File: src/rtl/flash_cmd_pkg.sv
package flash_cmd_pkg;
  localparam int unsigned CMD_LSB = 2;
  localparam int unsigned N_CMD   = 7;
  localparam int unsigned CMD_MSB = CMD_LSB + N_CMD - 1;

  // order follows command bit position, lowest first
  typedef enum logic [2:0] {
    CMD_NONE  = 3'd0,
    CMD_CLR   = 3'd1,
    CMD_WR    = 3'd2,
    CMD_RD    = 3'd3,
    CMD_FRST  = 3'd4,
    CMD_ERASE = 3'd5,
    CMD_INC   = 3'd6,
    CMD_RPTR  = 3'd7
  } cmd_e;

  typedef enum logic [1:0] {
    OP_READ  = 2'b00,
    OP_WRITE = 2'b01,
    OP_ERASE = 2'b10
  } fl_op_e;
endpackage

File: src/rtl/flash_cmd_decode.sv
module flash_cmd_decode
  import flash_cmd_pkg::*;
(
  input  logic [N_CMD-1:0] bits_i,
  input  logic             we_i,
  output cmd_e             cmd_o
);
  logic [N_CMD-1:0] grant;
  logic [N_CMD:0]   seen;

  assign seen[0] = 1'b0;
  for (genvar i = 0; i < N_CMD; i++) begin : g_prio
    assign grant[i]  = bits_i[i] & ~seen[i];
    assign seen[i+1] = seen[i] | bits_i[i];
  end

  cmd_e raw;
  always_comb begin
    raw = CMD_NONE;
    for (int i = 0; i < N_CMD; i++)
      if (grant[i]) raw = cmd_e'(i + 1);
    if (!seen[N_CMD]) raw = CMD_NONE;
  end

  // reads: byte read and pointer read; all others are writes
  always_comb begin
    cmd_o = raw;
    if ((raw == CMD_RD) || (raw == CMD_RPTR)) begin
      if (we_i) cmd_o = CMD_NONE;
    end else if (!we_i) begin
      cmd_o = CMD_NONE;
    end
  end
endmodule

File: src/rtl/flash_ptr.sv
module flash_ptr #(
  parameter int unsigned PTR_W = 21
) (
  input  logic             clk_i,
  input  logic             rst_ni,
  input  logic             clr_i,
  input  logic             inc_i,
  output logic [PTR_W-1:0] ptr_o
);
  always_ff @(posedge clk_i or negedge rst_ni) begin
    if (!rst_ni)    ptr_o <= '0;
    else if (clr_i) ptr_o <= '0;
    else if (inc_i) ptr_o <= ptr_o + 1'b1; // wraps naturally
  end
endmodule

File: src/rtl/flash_seq.sv
module flash_seq
  import flash_cmd_pkg::*;
#(
  parameter int unsigned PTR_W   = 21,
  parameter int unsigned DATA_W  = 8,
  parameter int unsigned RDATA_W = 24
) (
  input  logic               clk_i,
  input  logic               rst_ni,
  input  logic               start_i,
  input  cmd_e               cmd_i,
  input  logic [DATA_W-1:0]  wdata_i,
  input  logic [PTR_W-1:0]   ptr_i,
  input  logic [DATA_W-1:0]  fl_rdata_i,
  input  logic               fl_ack_i,
  output logic               ack_o,
  output logic [RDATA_W-1:0] rdata_o,
  output logic               byte_pend_o,
  output logic               busy_o,
  output logic               fl_req_o,
  output fl_op_e             fl_op_o,
  output logic [DATA_W-1:0]  fl_wdata_o,
  output logic               fl_rst_o
);
  logic byte_pend_q, erase_q;

  assign byte_pend_o = byte_pend_q;
  assign busy_o      = erase_q;
  assign fl_req_o    = byte_pend_q | erase_q;

  always_ff @(posedge clk_i or negedge rst_ni) begin
    if (!rst_ni) begin
      byte_pend_q <= 1'b0;
      erase_q     <= 1'b0;
      ack_o       <= 1'b0;
      rdata_o     <= '0;
      fl_op_o     <= OP_READ;
      fl_wdata_o  <= '0;
      fl_rst_o    <= 1'b0;
    end else begin
      ack_o    <= 1'b0;
      fl_rst_o <= 1'b0;
      // flash completion
      if (fl_ack_i && fl_req_o) begin
        if (byte_pend_q) begin
          byte_pend_q <= 1'b0;
          ack_o       <= 1'b1;
          rdata_o     <= (fl_op_o == OP_READ) ? RDATA_W'(fl_rdata_i) : '0;
        end else begin
          erase_q <= 1'b0;
        end
      end
      if (start_i) begin
        unique case (cmd_i)
          CMD_RPTR: begin
            ack_o   <= 1'b1;
            rdata_o <= RDATA_W'(ptr_i);
          end
          CMD_WR, CMD_RD: begin
            if (erase_q) begin
              ack_o   <= 1'b1;
              rdata_o <= '0;
            end else begin
              byte_pend_q <= 1'b1;
              fl_op_o     <= (cmd_i == CMD_WR) ? OP_WRITE : OP_READ;
              fl_wdata_o  <= wdata_i;
            end
          end
          CMD_ERASE: begin
            ack_o   <= 1'b1;
            rdata_o <= '0;
            if (!erase_q) begin
              erase_q <= 1'b1;
              fl_op_o <= OP_ERASE;
            end
          end
          CMD_FRST: begin
            ack_o       <= 1'b1;
            rdata_o     <= '0;
            fl_rst_o    <= 1'b1;
            erase_q     <= 1'b0;
            byte_pend_q <= 1'b0;
          end
          default: begin // CMD_NONE, CMD_CLR, CMD_INC
            ack_o   <= 1'b1;
            rdata_o <= '0;
          end
        endcase
      end
    end
  end
endmodule

File: src/rtl/flash_cmd_port.sv
module flash_cmd_port
  import flash_cmd_pkg::*;
#(
  parameter int unsigned PTR_W   = 21,
  parameter int unsigned DATA_W  = 8,
  parameter int unsigned RDATA_W = 24
) (
  input  logic               clk_i,
  input  logic               rst_ni,
  input  logic               sel_i,
  input  logic               we_i,
  input  logic [CMD_MSB:CMD_LSB] cmd_addr_i,
  input  logic [DATA_W-1:0]  wdata_i,
  output logic               ack_o,
  output logic [RDATA_W-1:0] rdata_o,
  output logic               busy_o,
  output logic               fl_req_o,
  output logic [1:0]         fl_op_o,
  output logic [PTR_W-1:0]   fl_addr_o,
  output logic [DATA_W-1:0]  fl_wdata_o,
  input  logic [DATA_W-1:0]  fl_rdata_i,
  input  logic               fl_ack_i,
  output logic               fl_rst_o
);
  cmd_e   cmd;
  fl_op_e op;
  logic   byte_pend, start;
  logic [PTR_W-1:0] ptr;

  flash_cmd_decode u_dec (
    .bits_i (cmd_addr_i),
    .we_i   (we_i),
    .cmd_o  (cmd)
  );

  // strobes during an outstanding byte transfer are dropped
  assign start = sel_i & ~byte_pend;

  flash_ptr #(.PTR_W(PTR_W)) u_ptr (
    .clk_i  (clk_i),
    .rst_ni (rst_ni),
    .clr_i  (start && (cmd == CMD_CLR)),
    .inc_i  (start && (cmd == CMD_INC)),
    .ptr_o  (ptr)
  );

  flash_seq #(.PTR_W(PTR_W), .DATA_W(DATA_W), .RDATA_W(RDATA_W)) u_seq (
    .clk_i       (clk_i),
    .rst_ni      (rst_ni),
    .start_i     (start),
    .cmd_i       (cmd),
    .wdata_i     (wdata_i),
    .ptr_i       (ptr),
    .fl_rdata_i  (fl_rdata_i),
    .fl_ack_i    (fl_ack_i),
    .ack_o       (ack_o),
    .rdata_o     (rdata_o),
    .byte_pend_o (byte_pend),
    .busy_o      (busy_o),
    .fl_req_o    (fl_req_o),
    .fl_op_o     (op),
    .fl_wdata_o  (fl_wdata_o),
    .fl_rst_o    (fl_rst_o)
  );

  assign fl_op_o   = op;
  assign fl_addr_o = ptr;
endmodule

File: config.mk
export PLATFORM = sky130hd
export DESIGN_NAME = flash_cmd_port
export DESIGN_NICKNAME = d
export VERILOG_FILES = /design/src/rtl/flash_cmd_pkg.sv /design/src/rtl/flash_cmd_decode.sv /design/src/rtl/flash_ptr.sv /design/src/rtl/flash_seq.sv /design/src/rtl/flash_cmd_port.sv
export SDC_FILE = /design/constraint.sdc
export NUM_CORES = 1
export LEC_CHECK = 0
export CORE_ASPECT_RATIO = 0.6
export CORE_MARGIN = 2
export CORE_UTILIZATION = 40
export DETAILED_ROUTE_END_ITERATION = 7
export GPL_TIMING_DRIVEN = 0
export PLACE_DENSITY = 0.7
export SLEW_MARGIN = 5
export SYNTH_ARGS = -nofsm -noshare
export SYNTH_HDL_FRONTEND = slang
export SYNTH_HIERARCHICAL = 1
export SYNTH_SLANG_ARGS = --single-unit
File: constraint.sdc
create_clock -name clk_i -period 2.7 [get_ports clk_i]
set_input_delay 0.27 -clock clk_i [delete_from_list [all_inputs] [get_ports clk_i]]
set_output_delay 0.27 -clock clk_i [all_outputs]
set_load 0.02 [all_outputs]
# After elaboration in Yosys (flattened, before gate mapping)
# Index checks and enable logic that the tools add are counted.
# totals
ff_bits	59
latchBits	0
ramBits	0
rom_bits	0
in_bits	28
out_inout_bits	59
word_cells	91
mem_count	0
# classes
n_addsub	1
n_mul	0
div_mod_pow	0
magnitude_cmp	0
eq_ne	11
shifts	0
muxes	39
n_bitwise	22
n_reduce_logical	10
# op_table
cell	count
24-bit two-way mux	4
24-bit one-hot mux with 2 select lines	1
21-bit two-way mux	2
3-bit two-way mux	10
21-bit by 1-bit adder with 21-bit output (second input constant)	1
1-bit two-way mux	16
3-bit == test (second input constant)	5
3-bit by 2-bit == test with 1-bit output (second input constant)	3
8-bit two-way mux	1
1-bit NOT	8
1-bit bitwise AND	7
1-bit OR	7
2-bit two-way mux	2
2-bit != test (second input constant)	2
1-bit one-hot mux with 2 select lines	2
2-bit one-hot mux with 2 select lines	1
4-bit AND reduction	1
2-bit nonzero test	2
3-bit by 1-bit == test with 1-bit output (second input constant)	1
1-bit logical AND	3
3-bit AND reduction	1
2-bit logical NOT	1
2-bit OR reduction	1
1-bit logical OR	1

# Logic depth before layout (Yosys ltp)
# depth
ltp_word	16
depth_mapped	12
depth_no_buf	10

# Modules after synthesis
# The synthesis kept the hierarchy.
# by_module_without_submodules
module	instances	cells_per_inst	area_per_inst_um2	seq_area_each_um2
flash_seq	1	116	1544.0	950.9
flash_ptr	1	112	1081.0	525.5
flash_cmd_decode	1	17	146.4	0.0
flash_cmd_port	1	5	50.0	0.0

# Worst setup path after synthesis
# Ideal clock, no wire load.
# synth_timing
kind	input to register
start	in cmd_addr_i[7] in the netlist's numbering
end	reg u_ptr.ptr_o[14]
setup_ns	0.125
t_arrival_ns	2.870
required_time_ns	2.575
setup_slack_ns	-0.295
path_stages	11
path_buffers	1
path_cell_list	nand2b_4 a221oi_2 xnor2_1 nor3b_1 nand2_1 nor3_1 buf_2 o211ai_1 nor4_1 nand3_1 mux2_2
# synth_via
elab_chain_cells	11
word_cells_on_any_way	20
classes_between	eq/ne (4); mux (7); bitwise (5); reduce/logical (4)
# synth_lines
element	line_no	rtl
start, declared	flash_cmd_port.sv:12	input logic [CMD_MSB:CMD_LSB] cmd_addr_i,
1-bit OR	flash_cmd_decode.sv:14	assign seen[i+1] = seen[i] | bits_i[i];
1-bit NOT	flash_cmd_decode.sv:13	assign grant[i] = bits_i[i] & ~seen[i];
1-bit bitwise AND	flash_cmd_decode.sv:13	
3-bit two-way mux	flash_cmd_decode.sv:21	if (grant[i]) raw = cmd_e'(i + 1);
3-bit two-way mux *	flash_cmd_decode.sv:22	if (!seen[N_CMD]) raw = CMD_NONE;
3-bit by 2-bit == test with 1-bit output / 3-bit == test (equally long branches)	flash_cmd_decode.sv:28	if ((raw == CMD_RD) || (raw == CMD_RPTR)) begin
1-bit logical OR	flash_cmd_decode.sv:28	
3-bit two-way mux *	flash_cmd_decode.sv:28	
via cmd[1]	flash_cmd_port.sv:25	cmd_e cmd;
3-bit by 1-bit == test with 1-bit output / 3-bit == test (equally long branches)	flash_cmd_port.sv:42, flash_cmd_port.sv:43	
1-bit logical AND, on equally long branches	flash_cmd_port.sv:42, flash_cmd_port.sv:43	
21-bit two-way mux / 2-bit nonzero test (equally long branches)	--	
end signal, assigned	flash_ptr.sv:13	else if (inc_i) ptr_o <= ptr_o + 1'b1;
end, declared	flash_ptr.sv:8	output logic [PTR_W-1:0] ptr_o
# The timed path passes the listed nets; every way through them passes the cells marked *.
# A chain may end at the register's enable or synchronous reset.

# Worst setup path after layout
# layout_timing
start	in cmd_addr_i[2] in the netlist's numbering
end	reg u_ptr.ptr_o[14]
# layout_via
elab_chain_cells	15
word_cells_on_any_way	38
classes_between	eq/ne (4); mux (12); bitwise (18); reduce/logical (4)
# layout_lines
element	line_no
1-bit NOT / 1-bit OR (equally long branches)	flash_cmd_decode.sv:13, flash_cmd_decode.sv:14
1-bit bitwise AND, or another cell as far along	flash_cmd_decode.sv:13
3-bit two-way mux, or another cell as far along (4 in a row)	flash_cmd_decode.sv:21
3-bit two-way mux / 1-bit bitwise AND (equally long branches)	flash_cmd_decode.sv:21, flash_cmd_decode.sv:13
3-bit two-way mux	flash_cmd_decode.sv:21
3-bit two-way mux *	flash_cmd_decode.sv:22
3-bit by 2-bit == test with 1-bit output / 3-bit == test (equally long branches)	flash_cmd_decode.sv:28
1-bit logical OR	flash_cmd_decode.sv:28
3-bit two-way mux *	flash_cmd_decode.sv:28
via cmd[0]	flash_cmd_port.sv:25
3-bit by 1-bit == test with 1-bit output / 3-bit == test (equally long branches)	flash_cmd_port.sv:42, flash_cmd_port.sv:43
1-bit logical AND, on equally long branches	flash_cmd_port.sv:42, flash_cmd_port.sv:43
21-bit two-way mux / 2-bit nonzero test (equally long branches)	--
# Marks and branches as above.

==> impl_metrics.tcl <==
set metrics [dict create \
    cp_top_family "buffers and inverters" \
    clock_latency_ns 0.33 \
    crit_end "u_ptr/ptr_o[14]$_DFFE_PN0P_" \
    grt_use_met3_pct 6.95 \
    grtUsageTotal_pct 19.6 \
    maxCapViolations 0 \
    drtIter0Drc 112 \
    viasPerCell 5.41 \
    post_drt_wl_per_cell_um 16.6 \
    power.internal_mw 2.01 \
    drc 0 \
    grt-busiest-layer "met1" \
    hold_class "in -> async" \
    boundaryPins 87 \
    required_ns 2.91 \
    clockBufferDepth 2 \
    final_area_um2 4290 \
    critPathMaxStageDelay_ns 0.53 \
    num_vias 2449 \
    place_inst 423 \
    worst_setup_path_end_kind "register" \
    yosysUniqueCellTypes 51 \
    cp_data_arrival_time_ns 2.82 \
    ir_drop_mv 0.394 \
    max-slew-margin-rel_pct 51.3 \
    ys.flop_type "dfrtp_1" \
    status "complete, no violations" \
    yosysMostFrequentCell "dfrtp_1" \
    syn2layout_area_growth_pct 52.2 \
    synth_edf_count 0 \
    final_nets 390 \
    swShare_pct 25.0 \
    ys_seq_elements 59 \
    grt_pass1_wl_mm 12.0 \
    r2r_slack_ns 0.52 \
    r2r_cells 8 \
    place_ws_ns -0.804 \
    dpl-instance-area_um2 3820 \
    ys_seq_area_share_pct 52.3 \
    crit_type "in -> reg" \
    first_global_vias 2349 \
    die-area_um2 7760 \
    synth_common_cells "59 x dfrtp_1, 22 x nor2_1, 19 x nand2_1, 15 x o21ai_0, 10 x a21oi_1" \
    cp_num_cells 11 \
    synth_top_area_cell "dfrtp_1" \
    routabilityCongestion 0.805 \
    clock_power_share_pct 45.8 \
    synth_area_um2 2820 \
    yosysTopAreaCellShare_pct 52.3 \
    startpoint_type "input pin" \
    leakage_nw 1.88 \
    use_met2_pct 27.1 \
    synth_fp_nets 279 \
    core_um2 6760 \
    fin_crit_ns 2.61 \
    synth_area_per_cell_um2 11.3 \
    p_per_area_nw_per_um2 622 \
    port-buffer-count 86 \
    async_flop_share_pct 100 \
    tritoncts "done" \
    hold_viol_final 0 \
    fin_skew_ns 0.00616 \
    start_util_pct 41.7 \
    setup_viol 0 \
    worst_pin_slew_ns 0.730 \
    tns_ns 0 \
    combPwrFrac_pct 17.4 \
    drive_gt1_share_pct 25.7 \
    setup_slack_ns 0.0904 \
    max_freq_mhz 383 \
    path_max_fanout 4 \
    syn_inst 250 \
    ant_nets 0 \
    root_buffer "clkbuf_16" \
    die_h_um 69.1 \
    met1_usage_pct 28.7 \
    path_cells "clkdlybuf4s50_1 > nor2_1 > mux2_4 > a22o_1 > nor3_2 > buf_4 > buf_4 > o211ai_1 > nor4_4 > nand3_1 > mux2_4" \
    reg2reg_from "u_seq/byte_pend_o$_DFF_PN0_" \
    p_seq_share_pct 36.8 \
    cpMaxStageDelayCell "clkdlybuf4s50_1" \
    startpoint "cmd_addr_i[2]" \
    diodes 0 \
    dieWidth_um 112 \
    total_power_mw 2.67 \
    cts.clk_slew.worst_paths_ns 0.06 \
    final-instance-count-excl-fill 453 \
    dp_hpwl_mm 5.14 \
    slew_viol_final 0 \
    first_pass_iters 4 \
    finalWirelength_mm 7.54 \
    synth_warnings 6 \
    gr-total-overflow 0 \
    path_buf_inv 3 \
    ys_top_cells_by_area "dfrtp_1 52%, mux2_4 3.2%, nor2_1 2.9%" \
    clock-sinks 59 \
    antenna_found_initial 0 \
    std_cell_rows 23 \
    r2r-end "u_ptr/ptr_o[14]$_DFFE_PN0P_" \
    p_sw_mw 0.667 \
    grt_max_degree 60 \
    period_share_pct 96.7 \
    cts_max_level 3 \
    cts_made_buffers 9 \
]
==> power groups by stage <==
stage | clock, mW | combinational (mW) | sequential (mW)
6_report | 1.23 | 0.465 | 0.983
5_1_grt | 1.29 | 0.496 | 0.991
4_1_cts | 1.25 | 0.456 | 0.984
3_5_place_dp | 0 | 0.447 | 0.998
3_3_place_gp | 0 | 0.441 | 0.995
2_1_floorplan | 0 | 0.153 | 1.07
==> registers in the layout, indices dropped and copies added (netlist names) <==
register	cells
u_seq/fl_wdata_o	8
u_seq/byte_pend_o	1
u_seq/fl_rst_o	1
u_seq/rdata_o	24
u_seq/ack_o	1
u_ptr/ptr_o	21
u_seq/busy_o	1
u_seq/fl_op_o	2
==> worst min-delay path by stage <==
stage                                            from                         endpoint  slack [ns]  depth (start not counted)
after CTS                                      rst_ni            u_seq/ack_o$_DFF_PN0_        0.02                          1
after detailed placement                       rst_ni  u_seq/fl_wdata_o[2]$_DFFE_PN0P_        0.38                          1
after global routing                           rst_ni      u_seq/rdata_o[21]$_DFF_PN0_        0.08                          1
after floorplan                                rst_ni       u_ptr/ptr_o[0]$_DFFE_PN0P_       -0.03                          0
after global placement    u_seq/rdata_o[22]$_DFF_PN0_      u_seq/rdata_o[22]$_DFF_PN0_        0.48                          1
final                                          rst_ni      u_seq/rdata_o[23]$_DFF_PN0_       0.008                          1
==> final cells by class <==
cell class | instances | area (um^2)
fill | 552 | 2470
sequential | 59 | 1480
multi-input combinational | 172 | 1330
timing repair buffer | 101 | 943
clock buffer | 9 | 225
tap | 87 | 109
clock inverter | 7 | 100
buffer | 10 | 78.8
inverter | 8 | 30.0
==> worst register-to-register path, delay by kind of cell (launching register included) <==
| family | cells | cell delay [ns] |
|---|---|---|
| flip-flops | 1 | 0.42 |
| multiplexers | 1 | 0.32 |
| AO/OA/AOI/OAI | 1 | 0.14 |
| AND/OR/NAND/NOR | 4 | 0.94 |
| buffers and inverters | 2 | 0.26 |
==> layer usage <==
metal,vias up,part of all wire [%]
met2,85,43
li1,1138,-
met5,-,0
met4,0,0.81
met1,1221,51
met3,5,5.6
==> kinds of logic after synthesis <==
family | share of synthesized area [%]
and+or+nand+nor | 19.2
AOI/OAI and AO/OA | 15.5
DFF | 52.3
buffers and inverters | 3.72
xor gates and xnor gates | 3.73
muxes | 5.14
adders and majority gates | 0.443
==> cell usage in the layout, fill, tap and decap left out, drive strengths merged, types with 4 or more instances in the layout <==
cell            n
a22oi           8
clkbuf         14
mux2           10
xor2            6
clkdlybuf4s50  78
o31ai           4
nand3           5
nand2          20
a21oi          10
dfrtp          59
a22o           14
nand2b          4
buf            27
inv            10
o21ai          15
or3             6
xnor2           6
nand4           4
nor2           22
==> per-stage QoR <==
step	util [%]	hold slack (ns)
6_report	63.5	0.00837
5_1_grt	63.5	0.0751
4_1_cts	62.6	0.0229
3_5_place_dp	56.5	0.382
3_3_place_gp	56.5	0.481
2_1_floorplan	-	-0.0256
==> what timing repair did <==
item                                    4_1_cts  5_1_grt
pin swaps                                    15       13
endpoints found under the setup margin       19        9
resized for setup                            17       19
setup buffers                                10        6
hold buffers                                  0        0
Note: power is estimated with default switching activity, not from simulation.
